File: src/rtl/sst_pkg.sv
// Shared definitions for the slow-clock system timer.
// Assumes a word-addressed bus with a 3-bit address.
package sst_pkg;
    typedef enum logic [2:0] {
        A_MODE   = 3'd0,
        A_PERIOD = 3'd1,
        A_ALARM  = 3'd2,
        A_COUNT  = 3'd3,
        A_STATUS = 3'd4,
        A_IEN    = 3'd5,
        A_IDIS   = 3'd6,
        A_IMASK  = 3'd7
    } sst_addr_e;

    localparam int ST_W    = 4;
    localparam int BIT_PIT = 0;
    localparam int BIT_WDG = 1;
    localparam int BIT_INC = 2;
    localparam int BIT_ALM = 3;
endpackage

File: src/rtl/sst_rt_counter.sv
// Divider plus free-running real-time count.
// Assumes tick_en is a one-cycle strobe per slow tick. A divider value of 0
// behaves like 1. A write to the divider restarts the division.
module sst_rt_counter #(
    parameter int CNT_W   = 20,
    parameter int PRE_W   = 16,
    parameter int PRE_RST = 32768
) (
    input  logic             clk,
    input  logic             rst_n,
    input  logic             tick_en,
    input  logic             pre_wr,
    input  logic [PRE_W-1:0] pre_wdata,
    output logic [PRE_W-1:0] pre_q,
    output logic [CNT_W-1:0] cnt_q,
    output logic [CNT_W-1:0] cnt_next,
    output logic             adv_o
);
    logic [PRE_W-1:0] div_q;
    logic [PRE_W-1:0] last_step;

    // Terminal value of the divider, with 0 treated as 1
    always_comb last_step = (pre_q == '0) ? '0 : pre_q - 1'b1;

    assign adv_o    = tick_en && !pre_wr && (div_q >= last_step);
    assign cnt_next = cnt_q + 1'b1;

    // Divider register and its phase counter
    always_ff @(posedge clk) begin
        if (!rst_n) begin
            pre_q <= PRE_W'(PRE_RST);
            div_q <= '0;
        end else if (pre_wr) begin
            pre_q <= pre_wdata;
            div_q <= '0;
        end else if (adv_o) begin
            div_q <= '0;
        end else if (tick_en) begin
            div_q <= div_q + 1'b1;
        end
    end

    // Real-time count, wraps naturally at all ones
    always_ff @(posedge clk) begin
        if (!rst_n)     cnt_q <= '0;
        else if (adv_o) cnt_q <= cnt_next;
    end
endmodule

File: src/rtl/sst_interval.sv
// Periodic interval timer counting slow ticks down from a reload value.
// Assumes a write loads both the period and the down-counter. A period of 0 halts it.
module sst_interval #(
    parameter int PER_W = 16
) (
    input  logic             clk,
    input  logic             rst_n,
    input  logic             tick_en,
    input  logic             per_wr,
    input  logic [PER_W-1:0] per_wdata,
    output logic [PER_W-1:0] per_q,
    output logic             expire_o
);
    logic [PER_W-1:0] down_q;

    assign expire_o = tick_en && !per_wr && (per_q != '0) && (down_q == PER_W'(1));

    // Period register and down-counter with reload
    always_ff @(posedge clk) begin
        if (!rst_n) begin
            per_q  <= '0;
            down_q <= '0;
        end else if (per_wr) begin
            per_q  <= per_wdata;
            down_q <= per_wdata;
        end else if (tick_en && per_q != '0) begin
            down_q <= (down_q == PER_W'(1)) ? per_q : down_q - 1'b1;
        end
    end
endmodule

File: src/rtl/sst_alarm.sv
// Absolute alarm: flags the advance whose new count equals the stored value.
// Assumes cnt_next is the count that adv loads at this edge.
module sst_alarm #(
    parameter int CNT_W = 20
) (
    input  logic             clk,
    input  logic             rst_n,
    input  logic             alm_wr,
    input  logic [CNT_W-1:0] alm_wdata,
    input  logic             adv,
    input  logic [CNT_W-1:0] cnt_next,
    output logic [CNT_W-1:0] alm_q,
    output logic             hit_o
);
    assign hit_o = adv && (cnt_next == alm_q);

    // Alarm value register
    always_ff @(posedge clk) begin
        if (!rst_n)      alm_q <= '0;
        else if (alm_wr) alm_q <= alm_wdata;
    end
endmodule

File: src/rtl/sst_irq_status.sv
// Sticky status bits with clear-on-read, plus the set/clear interrupt mask.
// Assumes an event in the read cycle survives the clear.
module sst_irq_status
    import sst_pkg::*;
(
    input  logic            clk,
    input  logic            rst_n,
    input  logic [ST_W-1:0] events,
    input  logic            rd_clr,
    input  logic            en_wr,
    input  logic            dis_wr,
    input  logic [ST_W-1:0] wmask,
    output logic [ST_W-1:0] st_q,
    output logic [ST_W-1:0] mask_q,
    output logic            irq
);
    // Pending bits: clear on read, new events always win
    always_ff @(posedge clk) begin
        if (!rst_n) st_q <= '0;
        else        st_q <= (rd_clr ? '0 : st_q) | events;
    end

    // Mask updated by write-one-to-set and write-one-to-clear
    always_ff @(posedge clk) begin
        if (!rst_n) mask_q <= '0;
        else        mask_q <= (mask_q | (en_wr ? wmask : '0)) & ~(dis_wr ? wmask : '0);
    end

    assign irq = |(st_q & mask_q);
endmodule

File: src/rtl/slow_sys_timer.sv
// Top of the slow-clock system timer: register decode, read mux and event wiring.
// Assumes DATA_W covers the widest register. Read data is combinational.
module slow_sys_timer
    import sst_pkg::*;
#(
    parameter int CNT_W   = 20,
    parameter int PRE_W   = 16,
    parameter int PER_W   = 16,
    parameter int PRE_RST = 32768,
    parameter int DATA_W  = 32
) (
    input  logic              clk,
    input  logic              rst_n,
    input  logic              tick_en,
    input  logic              bus_sel,
    input  logic              bus_wr,
    input  logic [2:0]        bus_addr,
    input  logic [DATA_W-1:0] bus_wdata,
    output logic [DATA_W-1:0] bus_rdata,
    output logic              irq
);
    logic             wr_en, rd_en;
    logic [PRE_W-1:0] pre_q;
    logic [PER_W-1:0] per_q;
    logic [CNT_W-1:0] cnt_q, cnt_next, alm_q;
    logic             adv, expire, hit;
    logic [ST_W-1:0]  events, st_q, mask_q;
    logic             unused_ok;

    assign wr_en     = bus_sel && bus_wr;
    assign rd_en     = bus_sel && !bus_wr;
    assign unused_ok = &{1'b0, bus_wdata};

    sst_rt_counter #(.CNT_W(CNT_W), .PRE_W(PRE_W), .PRE_RST(PRE_RST)) u_cnt (
        .clk(clk), .rst_n(rst_n), .tick_en(tick_en),
        .pre_wr(wr_en && bus_addr == A_MODE), .pre_wdata(bus_wdata[PRE_W-1:0]),
        .pre_q(pre_q), .cnt_q(cnt_q), .cnt_next(cnt_next), .adv_o(adv)
    );

    sst_interval #(.PER_W(PER_W)) u_pit (
        .clk(clk), .rst_n(rst_n), .tick_en(tick_en),
        .per_wr(wr_en && bus_addr == A_PERIOD), .per_wdata(bus_wdata[PER_W-1:0]),
        .per_q(per_q), .expire_o(expire)
    );

    sst_alarm #(.CNT_W(CNT_W)) u_alm (
        .clk(clk), .rst_n(rst_n),
        .alm_wr(wr_en && bus_addr == A_ALARM), .alm_wdata(bus_wdata[CNT_W-1:0]),
        .adv(adv), .cnt_next(cnt_next), .alm_q(alm_q), .hit_o(hit)
    );

    // Event vector in status bit order, watchdog position tied low
    always_comb begin
        events          = '0;
        events[BIT_PIT] = expire;
        events[BIT_WDG] = 1'b0;
        events[BIT_INC] = adv;
        events[BIT_ALM] = hit;
    end

    sst_irq_status u_st (
        .clk(clk), .rst_n(rst_n), .events(events),
        .rd_clr(rd_en && bus_addr == A_STATUS),
        .en_wr(wr_en && bus_addr == A_IEN), .dis_wr(wr_en && bus_addr == A_IDIS),
        .wmask(bus_wdata[ST_W-1:0]), .st_q(st_q), .mask_q(mask_q), .irq(irq)
    );

    // Read data selection, zero-extended
    always_comb begin
        bus_rdata = '0;
        case (bus_addr)
            A_MODE:   bus_rdata[PRE_W-1:0] = pre_q;
            A_PERIOD: bus_rdata[PER_W-1:0] = per_q;
            A_ALARM:  bus_rdata[CNT_W-1:0] = alm_q;
            A_COUNT:  bus_rdata[CNT_W-1:0] = cnt_q;
            A_STATUS: bus_rdata[ST_W-1:0]  = st_q;
            A_IMASK:  bus_rdata[ST_W-1:0]  = mask_q;
            default:  bus_rdata = '0;
        endcase
    end
endmodule

File: config.mk
export PLATFORM = sky130hd
export DESIGN_NAME = slow_sys_timer
export DESIGN_NICKNAME = d
export VERILOG_FILES = /design/src/rtl/sst_pkg.sv /design/src/rtl/sst_rt_counter.sv /design/src/rtl/sst_interval.sv /design/src/rtl/sst_alarm.sv /design/src/rtl/sst_irq_status.sv /design/src/rtl/slow_sys_timer.sv
export SDC_FILE = /design/constraint.sdc
export NUM_CORES = 1
export LEC_CHECK = 0
export CAP_MARGIN = 25
export CORE_MARGIN = 3
export CORE_UTILIZATION = 50
export DETAILED_ROUTE_END_ITERATION = 12
export DONT_BUFFER_PORTS = 1
export PLACE_DENSITY_LB_ADDON = 0.3
export SLEW_MARGIN = 20
export SYNTH_ARGS = -nofsm -noshare
export SYNTH_HDL_FRONTEND = slang
export SYNTH_SLANG_ARGS = --single-unit
export TNS_END_PERCENT = 20
File: constraint.sdc
create_clock -name clk -period 9.85 [get_ports clk]
set_clock_uncertainty 0.05 [all_clocks]
set_input_delay 0.4925 -clock clk [delete_from_list [all_inputs] [get_ports clk]]
set_output_delay 0.4925 -clock clk [all_outputs]
set_load 0.05 [all_outputs]
==> run_results.csv <==
group,metric,value,unit
cts,cts_tree,"built",
route,first_pass_iters,5,
sta,tightest_slew,1.05,ns
place,gp_congestion,0.895,
yosys,synth.distinct_cells,57,
sta,slew_viol_final,0,
die,core-area,12900,µm²
yosys,yosysTopAreaCell,"dfxtp_1",
critical_path,endpoint_kind,"register",
yosys,synth_edf_count,0,
run,max_cap_violations,0,
die,die_x,122,µm
critical_path,crit_fanout,16,
route,drt_first_iter_violations,630,
power,peakVddDrop,0.117,mV
sta,hold_violations,0,
place,pre_cts_slack,5.78,ns
yosys,syn_avg_cell_area,7.77,µm²
layout,layout_commonest_cell,"nand2_1",
route,ant_nets,0,
cts,hold_buffers,0,
die,die_h,122,µm
sta,setup_viol,0,
power,power.density,137,nW/µm²
sta,fin_crit,4.12,ns
sta,finalSetupTns,0,ns
layout,area_growth,4.32,%
yosys,seq_area_frac_synth,32.8,%
cts,cts_root_buffer,"clkbuf_16",
critical_path,worst-path-stages,12,
cts,ctsLongestPathBuffers,2,
global_routing,grt_overflow_total,0,
critical_path,path_common_cell,"nor2_1",
cts,numCtsBuffers,9,
critical_path,cp.required,10.08,ns
route,vias,5991,
critical_path,ff2ff_path_depth,12,
sta,fin_ws,5.73,ns
yosys,ys_ff_latch,111,
critical_path,critPathLaunchType,"register",
global_routing,grt_util_all_layers,24.4,%
place,port_buffers,0,
route,wirelength,18000,µm
outcome,status,"finished clean",
layout,mostFrequentLayoutCells,"nand2_1, dfxtp_1, a21oi_1",
cts,cts_resized,0,
critical_path,arrival,4.35,ns
route,drcViolationCount,0,
yosys,syn_area,6770,µm²
critical_path,cpPeakStageDelay,0.63,ns
critical_path,crit_slowest_cell,"nor4_1",
min_path,hold_class,"input pin to register",
place,dp_hpwl,13200,µm
layout,num-nets-final,895,
sta,maxSlewHeadroom,29.9,%
global_routing,grt_pass1_vias,5359,
cts,path_clk_slew,0.07,ns
sta,rsz0062_at_grt,"no",
power,p_leak,2.56,nW
sta,fmax,0.243,GHz
die,fp.dieArea,15000,µm²
global_routing,grt_max_degree,61,
min_path,hold_depth,1,
yosys,synthTopCellsByArea,"dfxtp_1, nand2_1, a21oi_1",
cts,cts_htree_levels,3,
sta,whs,0.151,ns
route,vias_per_cell,5.93,
die,io_pins,73,
die,start_util,52.4,%
yosys,synth_cells,872,
route,wl_per_cell,17.8,µm
die,fp-row-count,41,
yosys,synth-async-reset-ratio,0,%
cts,cts.sinks,111,
cts,post-cts-setup-buffer-count,0,
critical_path,critical_path.cell_chain,"nor4_1 -> nand4b_1 -> or3_1 -> and2_1 -> ha_1 -> nand2b_1 -> a211oi_1 -> o211ai_1 -> and4_1 -> nor2_1 -> nand3_1 -> nor2_1",
critical_path,cpLargestDelayFamily,"simple AND/OR/NAND/NOR gates",
cts,insertion_delay,0.37,ns
yosys,synth_top_area_share,32.8,%
critical_path,path_buf_inv,0,
global_routing,grt_pass1_wl,28400,µm
critical_path,path_class,"register to register",
sta,finalCritPeriodShare,41.8,%
layout,drive_gt1_share,6.32,%
layout,n_antenna_cell,0,
global_routing,antenna_found_initial,0,
yosys,synth_ff_type,"dfxtp_1",
yosys,yosys_warnings,0,
worst register-to-register path: cells and delay by family, from the launching register on:
kind                     cells  cell delay, ns
flip-flops                   1            0.41
AND/OR/NAND/NOR              9            2.94
AO/OA/AOI/OAI                2            0.38
adder cells (fa/ha/maj)      1            0.26
layer usage:
metal	track usage [%]	wire length (µm)
met5	0	0
met4	7.21	367
met3	9.31	1760
met2	37.7	8120
met1	31.8	7780
state kept, by name, indices dropped and copies added, names as in the netlist:
| register | count |
|---|---|
| u_alm.alm_q | 20 |
| u_cnt.cnt_q | 20 |
| u_cnt.div_q | 16 |
| u_cnt.pre_q | 16 |
| u_pit.down_q | 16 |
| u_pit.per_q | 16 |
| u_st.mask_q | 4 |
| u_st.st_q | 3 |
where the power goes:
group	leakage [nW]	switching [W]	internal (W)	total [W]
sequential	0.897	0.0000128	0.000459	0.000472
combinational	1.53	0.0000902	0.0000536	0.000144
clock	0.137	0.000177	0.000174	0.000351
total	2.56	0.000280	0.000687	0.000967
metrics by stage:
step                      cell area (µm²)  power (W)  instances  util (%)
final                                7070   0.000967       1010      54.7
after global routing                 7070    0.00101       1010      54.7
after CTS                            7070   0.000974       1010      54.7
after detailed placement             6790   0.000624        994      52.5
after global placement               6780   0.000621        993      52.5
after floorplan                      6810   0.000610        883         -
area by class of cell:
class | instances | area [µm²]
clock buffer | 10 | 229
clock inverter | 6 | 45.0
fill | 1235 | 5860
inverter | 18 | 67.6
multi-input combinational | 685 | 4230
sequential | 111 | 2220
tap | 172 | 215
timing repair buffer | 8 | 60.1
cell usage after synthesis, drive strengths merged (7+ instances only):
master	number
clkbuf	49
o21ai	22
mux2i	10
nand2	158
ha	22
xnor2	29
or3	12
buf	20
a211oi	7
o221ai	10
o21a	15
nor4	12
nor3	24
nor2	73
nand4	13
mux4	15
o31ai	7
a21oi	107
nand3	22
nor2b	13
xor2	27
dfxtp	111
or4	9
inv	18
logic make-up after synthesis:
kind of cell / Yosys count / synth area share (%)
simple gates: 369 / 25.8
compound gates: 201 / 17.9
flops: 111 / 32.8
buf+inv: 87 / 5.60
xor+xnor: 56 / 7.24
mux: 25 / 6.47
fa+ha+maj: 22 / 4.06
other cells: 1 / 0.0554
final timing paths:
kind | slack [ns] | from | endpoint
setup reg to reg | 5.73 | u_cnt.pre_q[2] | u_cnt.div_q[10]
setup / recovery | 5.73 | u_cnt.pre_q[2] | u_cnt.div_q[10]
hold / removal | 0.15 | rst_n | u_cnt.pre_q[15]
hold reg to reg | 0.43 | u_st.st_q[2] | u_st.st_q[2]
Power figures use the tool's default switching activity.
